<file path="src/rtl/rob_pkg.sv">
`timescale 1ns/1ps
package rob_pkg;
  localparam int OP_W   = 4;
  localparam int TAG_W  = 6;
  localparam int DATA_W = 16;

  typedef struct packed {
    logic [OP_W-1:0]   op;
    logic [TAG_W-1:0]  s1_tag;
    logic              s1_ok;
    logic [DATA_W-1:0] s1_val;
    logic [TAG_W-1:0]  s2_tag;
    logic              s2_ok;
    logic [DATA_W-1:0] s2_val;
    logic [TAG_W-1:0]  dst_tag;
  } rob_slot_t;

  typedef struct packed {
    logic              vld;
    logic [TAG_W-1:0]  tag;
    logic [DATA_W-1:0] data;
  } rob_bcast_t;
endpackage

</file>
<file path="src/rtl/rob_ring_ptrs.sv">
`timescale 1ns/1ps
module rob_ring_ptrs #(
  parameter int DEPTH = 8,
  localparam int PTR_W = $clog2(DEPTH)
) (
  input  logic             clk,
  input  logic             rst_n,
  input  logic             push_i,
  input  logic             pop_i,
  output logic [PTR_W-1:0] head_o,
  output logic [PTR_W-1:0] tail_o
);
  logic [PTR_W-1:0] head_q, head_d, tail_q, tail_d;

  always_comb begin
    head_d = head_q + PTR_W'(1);
    tail_d = tail_q + PTR_W'(1);
  end

  always_ff @(posedge clk or negedge rst_n) begin
    if (!rst_n) begin
      head_q <= '0;
      tail_q <= '0;
    end else begin
      if (pop_i)  head_q <= head_d;
      if (push_i) tail_q <= tail_d;
    end
  end

  assign head_o = head_q;
  assign tail_o = tail_q;
endmodule

</file>
<file path="src/rtl/rob_age_pick.sv">
`timescale 1ns/1ps
module rob_age_pick #(
  parameter int DEPTH = 8,
  localparam int PTR_W = $clog2(DEPTH)
) (
  input  logic             clk,
  input  logic             rst_n,
  input  logic [PTR_W-1:0] head_i,
  input  logic [DEPTH-1:0] ready_i,
  output logic             any_o,
  output logic [PTR_W-1:0] sel_o,
  output logic [DEPTH-1:0] grant_o
);
  logic [PTR_W-1:0] idx;

  always_comb begin
    any_o   = 1'b0;
    sel_o   = '0;
    grant_o = '0;
    idx     = '0;
    for (int k = 0; k < DEPTH; k++) begin
      idx = head_i + PTR_W'(k);
      if (!any_o && ready_i[idx]) begin
        any_o        = 1'b1;
        sel_o        = idx;
        grant_o[idx] = 1'b1;
      end
    end
  end

  p_pick_onehot_r7: assert property (@(posedge clk) disable iff (!rst_n)
    $onehot0(grant_o));
  p_pick_is_ready_r7: assert property (@(posedge clk) disable iff (!rst_n)
    any_o |-> ready_i[sel_o]);
endmodule

</file>
<file path="src/rtl/rob_entry.sv">
`timescale 1ns/1ps
module rob_entry
  import rob_pkg::*;
(
  input  logic              clk,
  input  logic              rst_n,
  input  logic              alloc_i,
  input  rob_slot_t         alloc_data_i,
  input  rob_bcast_t        bc_i,
  input  logic              grant_i,
  input  logic              retire_i,
  output logic              use_o,
  output logic              ready_o,
  output logic              done_o,
  output rob_slot_t         slot_o,
  output logic [DATA_W-1:0] dval_o
);
  rob_slot_t         slot_q, slot_d;
  logic              use_q, use_d, exec_q, exec_d, done_q, done_d;
  logic [DATA_W-1:0] dval_q, dval_d;
  logic              en;

  always_comb begin
    slot_d = slot_q;
    use_d  = use_q;
    exec_d = exec_q;
    done_d = done_q;
    dval_d = dval_q;
    en     = alloc_i | use_q;
    if (alloc_i) begin
      slot_d = alloc_data_i;
      use_d  = 1'b1;
      exec_d = 1'b0;
      done_d = 1'b0;
      dval_d = '0;
    end
    if (en && bc_i.vld) begin
      if (!slot_d.s1_ok && bc_i.tag == slot_d.s1_tag) begin
        slot_d.s1_ok  = 1'b1;
        slot_d.s1_val = bc_i.data;
      end
      if (!slot_d.s2_ok && bc_i.tag == slot_d.s2_tag) begin
        slot_d.s2_ok  = 1'b1;
        slot_d.s2_val = bc_i.data;
      end
    end
    if (use_q && !alloc_i) begin
      if (grant_i) exec_d = 1'b1;
      if (exec_q && !done_q && bc_i.vld && bc_i.tag == slot_q.dst_tag) begin
        done_d = 1'b1;
        dval_d = bc_i.data;
      end
      if (retire_i) begin
        use_d  = 1'b0;
        exec_d = 1'b0;
        done_d = 1'b0;
      end
    end
  end

  always_ff @(posedge clk or negedge rst_n) begin
    if (!rst_n) begin
      slot_q <= '0;
      use_q  <= 1'b0;
      exec_q <= 1'b0;
      done_q <= 1'b0;
      dval_q <= '0;
    end else if (en) begin
      slot_q <= slot_d;
      use_q  <= use_d;
      exec_q <= exec_d;
      done_q <= done_d;
      dval_q <= dval_d;
    end
  end

  assign use_o   = use_q;
  assign ready_o = use_q & ~exec_q & slot_q.s1_ok & slot_q.s2_ok;
  assign done_o  = done_q;
  assign slot_o  = slot_q;
  assign dval_o  = dval_q;

  p_grant_ready_r6: assert property (@(posedge clk) disable iff (!rst_n)
    grant_i |-> (use_q && !exec_q && slot_q.s1_ok && slot_q.s2_ok));
  p_done_needs_exec_r9: assert property (@(posedge clk) disable iff (!rst_n)
    done_q |-> (exec_q && use_q));
  p_wakeup_r4: assert property (@(posedge clk) disable iff (!rst_n)
    (use_q && !alloc_i && !retire_i && !slot_q.s1_ok && bc_i.vld && bc_i.tag == slot_q.s1_tag)
    |=> (slot_q.s1_ok && slot_q.s1_val == $past(bc_i.data)));
  p_bypass_r5: assert property (@(posedge clk) disable iff (!rst_n)
    (alloc_i && !alloc_data_i.s1_ok && bc_i.vld && bc_i.tag == alloc_data_i.s1_tag)
    |=> (slot_q.s1_ok && slot_q.s1_val == $past(bc_i.data)));
endmodule

</file>
<file path="src/rtl/rob_station.sv">
`timescale 1ns/1ps
module rob_station
  import rob_pkg::*;
#(
  parameter int DEPTH = 8,
  localparam int PTR_W = $clog2(DEPTH)
) (
  input  logic              clk,
  input  logic              rst_n,
  input  logic              ins_valid,
  input  logic [OP_W-1:0]   ins_op,
  input  logic [TAG_W-1:0]  ins_s1_tag,
  input  logic              ins_s1_ok,
  input  logic [DATA_W-1:0] ins_s1_val,
  input  logic [TAG_W-1:0]  ins_s2_tag,
  input  logic              ins_s2_ok,
  input  logic [DATA_W-1:0] ins_s2_val,
  input  logic [TAG_W-1:0]  ins_dst_tag,
  output logic              ins_ready,
  output logic [PTR_W-1:0]  ins_idx,
  input  logic              bc_valid,
  input  logic [TAG_W-1:0]  bc_tag,
  input  logic [DATA_W-1:0] bc_data,
  input  logic              iss_take,
  output logic              iss_valid,
  output logic [PTR_W-1:0]  iss_idx,
  output logic [OP_W-1:0]   iss_op,
  output logic [DATA_W-1:0] iss_s1_val,
  output logic [DATA_W-1:0] iss_s2_val,
  output logic [TAG_W-1:0]  iss_dst_tag,
  output logic              cmt_valid,
  output logic [OP_W-1:0]   cmt_op,
  output logic [TAG_W-1:0]  cmt_dst_tag,
  output logic [DATA_W-1:0] cmt_data
);
  logic [PTR_W-1:0]  head, tail, sel;
  logic [DEPTH-1:0]  use_v, ready_v, done_v, grant_v;
  rob_slot_t         slot_v [DEPTH];
  logic [DATA_W-1:0] dval_v [DEPTH];
  rob_slot_t         ins_slot;
  rob_bcast_t        bc;
  logic              push, retire, any;

  assign ins_slot = '{op: ins_op, s1_tag: ins_s1_tag, s1_ok: ins_s1_ok, s1_val: ins_s1_val,
                      s2_tag: ins_s2_tag, s2_ok: ins_s2_ok, s2_val: ins_s2_val,
                      dst_tag: ins_dst_tag};
  assign bc       = '{vld: bc_valid, tag: bc_tag, data: bc_data};

  assign ins_ready = ~use_v[tail];
  assign ins_idx   = tail;
  assign push      = ins_valid & ins_ready;
  assign retire    = use_v[head] & done_v[head];

  rob_ring_ptrs #(.DEPTH(DEPTH)) ptrs_i (
    .clk(clk), .rst_n(rst_n), .push_i(push), .pop_i(retire),
    .head_o(head), .tail_o(tail)
  );

  rob_age_pick #(.DEPTH(DEPTH)) pick_i (
    .clk(clk), .rst_n(rst_n), .head_i(head), .ready_i(ready_v),
    .any_o(any), .sel_o(sel), .grant_o(grant_v)
  );

  for (genvar g = 0; g < DEPTH; g++) begin : g_slot
    rob_entry ent_i (
      .clk(clk), .rst_n(rst_n),
      .alloc_i(push && tail == PTR_W'(g)),
      .alloc_data_i(ins_slot),
      .bc_i(bc),
      .grant_i(grant_v[g] & iss_take),
      .retire_i(retire && head == PTR_W'(g)),
      .use_o(use_v[g]), .ready_o(ready_v[g]), .done_o(done_v[g]),
      .slot_o(slot_v[g]), .dval_o(dval_v[g])
    );
  end

  assign iss_valid   = any;
  assign iss_idx     = sel;
  assign iss_op      = slot_v[sel].op;
  assign iss_s1_val  = slot_v[sel].s1_val;
  assign iss_s2_val  = slot_v[sel].s2_val;
  assign iss_dst_tag = slot_v[sel].dst_tag;

  assign cmt_valid   = retire;
  assign cmt_op      = slot_v[head].op;
  assign cmt_dst_tag = slot_v[head].dst_tag;
  assign cmt_data    = dval_v[head];

  p_no_overflow_r3: assert property (@(posedge clk) disable iff (!rst_n)
    (ins_valid && !ins_ready) |=> $stable(tail));
  p_retire_frees_r10: assert property (@(posedge clk) disable iff (!rst_n)
    retire |=> !use_v[$past(head)]);
endmodule

</file>
<file path="config.mk">
export PLATFORM = sky130hd
export DESIGN_NAME = rob_station
export DESIGN_NICKNAME = d
export VERILOG_FILES = /design/src/rtl/rob_pkg.sv /design/src/rtl/rob_ring_ptrs.sv /design/src/rtl/rob_age_pick.sv /design/src/rtl/rob_entry.sv /design/src/rtl/rob_station.sv
export SDC_FILE = /design/constraint.sdc
export NUM_CORES = 2
export LEC_CHECK = 0
export BUFFER_PORTS_ARGS = -buffer_cell sky130_fd_sc_hd__buf_2
export CAP_MARGIN = 20
export CORE_MARGIN = 3
export CORE_UTILIZATION = 30
export CTS_CLUSTER_DIAMETER = 80
export DETAILED_ROUTE_END_ITERATION = 8
export GPL_TIMING_DRIVEN = 0
export SETUP_SLACK_MARGIN = 0.5
export SKIP_CTS_REPAIR_TIMING = 1
export SYNTH_ARGS = -nofsm -noshare
export SYNTH_HDL_FRONTEND = slang
export SYNTH_HIERARCHICAL = 1
export SYNTH_SLANG_ARGS = --single-unit
</file>
<file path="constraint.sdc">
create_clock -name clk -period 5.76 [get_ports clk]
set_clock_uncertainty 0.2 [all_clocks]
set_input_delay 0 -clock clk [delete_from_list [all_inputs] [get_ports clk]]
set_output_delay 0 -clock clk [all_outputs]
set_load 0.01 [all_outputs]
</file>
==> flow_summary.json <==
{
  "status": "complete, no violations",
  "crit_path_cell_chain": "buf_8, clkinvlp_4, ha_1, buf_6, mux4_2, mux2i_4, and4b_1, buf_6, and3_4, nor4_1, a31oi_2, buf_6, buf_12, buf_12, mux4_2, mux2_4, buf_2",
  "max-clock-path-buffers": 3,
  "grt_overflow_total": 0,
  "drt-initial-drc-count": 2829,
  "synth-seq-cells": 606,
  "grt_pass1_vias": 27388,
  "power.density_cell_area_mw_per_mm2": 635,
  "fin_crit_sh_pct": 89.7,
  "cp_top_family": "multiplexers",
  "report.final.slew_viol_count": 0,
  "num_vias": 28275,
  "post_drt_via_cell_ratio": 5.56,
  "mostFrequentLayoutCells": "dfrtp_1, mux2i_1, nor2_1",
  "grt_setup_unrepaired": "no",
  "timing.critical_path.from_type": "flop",
  "critical_path_peak_fanout": 10,
  "clock_tree.htree_level_count": 3,
  "wl_um": 127000,
  "grt_pass1_wl_um": 186000,
  "core-area_mm2": 0.117,
  "finalSetupViolCount": 0,
  "worst_ep_arrival_time_ps": 4970,
  "finalCriticalPeriod_ps": 5170,
  "chipWidth_um": 349,
  "nets": 3596,
  "worstHoldPathType": "input pin to flop",
  "hold_ws_ps": 21.4,
  "num_rows": 125,
  "instances_no_fill": 5088,
  "vdd_ir_drop_max_mv": 0.376,
  "worstSetupEndpointType": "output pin",
  "initial_utilization_pct": 30.4,
  "timing.max_cap.violations": 0,
  "tightest_slew_ps": 1130,
  "antenna_found_initial": 10,
  "mappedNetlistArea_mm2": 0.0354,
  "largest_net_degree_at_the_start_of_global_routing": 112,
  "drt_drc_violations_left": 0,
  "synthToLayoutAreaGrowth_pct": 19.4,
  "io-pin-count": 160,
  "critical_setup_path_kind": "flop to output pin",
  "synth_top_flop_cell": "dfrtp_1",
  "ys.warnings.count": 6,
  "detail_route.wl_per_cell_um": 25.0,
  "mostFrequentLayoutCell": "dfrtp_1",
  "portBuffers": 159,
  "ys_types": 63,
  "cts_buffers": 72,
  "required_time_at_the_endpoint_of_the_critical_path_ps": 5560,
  "root_buffer_cell": "clkbuf_16",
  "worst_slew_margin_rel_pct": 23.9,
  "drtPass1Iterations": 5,
  "synth_cells": 3137,
  "final_layout_size_suffix_gt1_share_pct": 23.7,
  "clkSinkCount": 606,
  "clk_latency_ps": 640,
  "synth_nets": 3228,
  "grt.total_usage_pct": 20.2,
  "crit_path_top_delay_cell": "mux4_2",
  "yosysSeqAreaShare_pct": 42.9,
  "gp_congestion": 0.867,
  "timing.critical_path.slowest_cell_delay_ps": 590,
  "p_leak_nw": 20.0,
  "cts_tree": "built",
  "hpwlAfterDp_um": 90600,
  "placed_cells": 4827,
  "hold_violations": 0,
  "critical-path-top-cell-by-count": "buf_6",
  "fraction_of_synthesis_flops_using_an_asynchronous_set_or_reset_pin_pct": 100,
  "number_of_enable_flip_flop_cells_after_synthesis": 0,
  "chipHeight_um": 349,
  "critical_path_buf_inv_count": 8,
  "clkTransAtPathRegs_ps": 60,
  "synth.avg_cell_area_um2": 11.3,
  "die_area_mm2": 0.122,
  "maxClockFrequency_mhz": 193,
  "antenna_left": 0
}
-- metrics by stage --
step           area (um^2)  total power [W]  util (%)  setup slack (ps)  setup TNS [ps]
2_1_floorplan        35400           0.0161         -              1210               0
3_3_place_gp         38100           0.0210      32.7             -9100        -5502710
3_5_place_dp         38300           0.0212      32.8              -755          -22780
4_1_cts              40600           0.0259      34.8             -1440          -51260
5_1_grt              42200           0.0282      36.2               452               0
6_report             42200           0.0268      36.2               591               0
-- worst paths after layout --
kind                                             from                          to  slack, ps  cells after the start
max                                  ptrs_i/head_o[1]               iss_s1_val[6]        590                     17
min                                         bc_tag[0]  g_slot[0].ent_i/slot_o[22]         20                      5
max reg2reg                          ptrs_i/tail_o[1]  g_slot[5].ent_i/slot_o[18]        650                     14
min reg2reg                g_slot[1].ent_i/slot_o[24]  g_slot[1].ent_i/slot_o[24]        290                      2
max in group asynchronous                       rst_n  g_slot[2].ent_i/slot_o[11]       3460                      6
min in group asynchronous                       rst_n  g_slot[5].ent_i/slot_o[53]        310                      4
-- power by group --
group          internal [W]  leakage, nW  total (W)  switching (W)
Clock               0.00262         1.14    0.00457        0.00195
Sequential          0.00614         7.49    0.00733        0.00119
Combinational       0.00690         11.3     0.0149        0.00800
Total                0.0157         20.0     0.0268         0.0111
-- per-layer routing --
metal | track usage (%) | wire, um | up-vias
li1 | - | - | 12442
met1 | 27.4 | 53300 | 14400
met2 | 32.9 | 60400 | 1215
met3 | 3.36 | 9130 | 212
met4 | 6.72 | 4210 | 6
met5 | 0 | 36 | -
-- tightest hold or removal path, cell delays in order --
cell	delay, ps
buf_2	310
inv_1	230
a211oi_2	140
nand3_1	80
nand2_1	50
-- sequential cells by signal, summed over array words and instances, names as in the netlist --
register / count
g_slot.ent_i/slot_o: 448
ptrs_i/head_o: 3
g_slot.ent_i/exec_q: 8
g_slot.ent_i/done_o: 8
ptrs_i/tail_o: 3
g_slot.ent_i/dval_o: 128
g_slot.ent_i/use_o: 8
-- cells by family (layout without fill, tap and decap cells) --
group,count (synthesis),after routing,synth area share (%)
muxes,793,793,28.4
and+or+nand+nor,763,763,10.8
DFF,606,606,42.9
AOI/OAI and AO/OA,548,548,10.5
buffers and inverters,324,744,4.72
xor gates and xnor gates,95,95,2.43
adders and majority gates,8,8,0.283
other,0,7,0
-- Yosys cell counts, drive strengths merged (27+ instances only) --
cell	n	area (um^2)
dfrtp	606	15200
mux2i	452	4540
nor2	286	1080
mux2	196	2250
nor3	169	846
a21oi	155	776
a211oi	152	1220
mux4	145	3270
nand2	144	541
o22ai	130	813
clkbuf	115	432
inv	110	413
buf	99	826
xor2	52	482
nand3	43	215
xnor2	43	377
nand4	38	408
o21ai	30	150
nor4	27	304
-- cell type report --
cell class | count | area [um^2]
fill | 11475 | 74300
multi-input combinational | 2207 | 18700
sequential | 606 | 15200
timing repair buffer | 294 | 2300
clock buffer | 106 | 2050
tap | 1524 | 1910
buffer | 214 | 1430
inverter | 110 | 422
clock inverter | 20 | 278
antenna | 7 | 17.5
(Power assumes the default switching activity.)
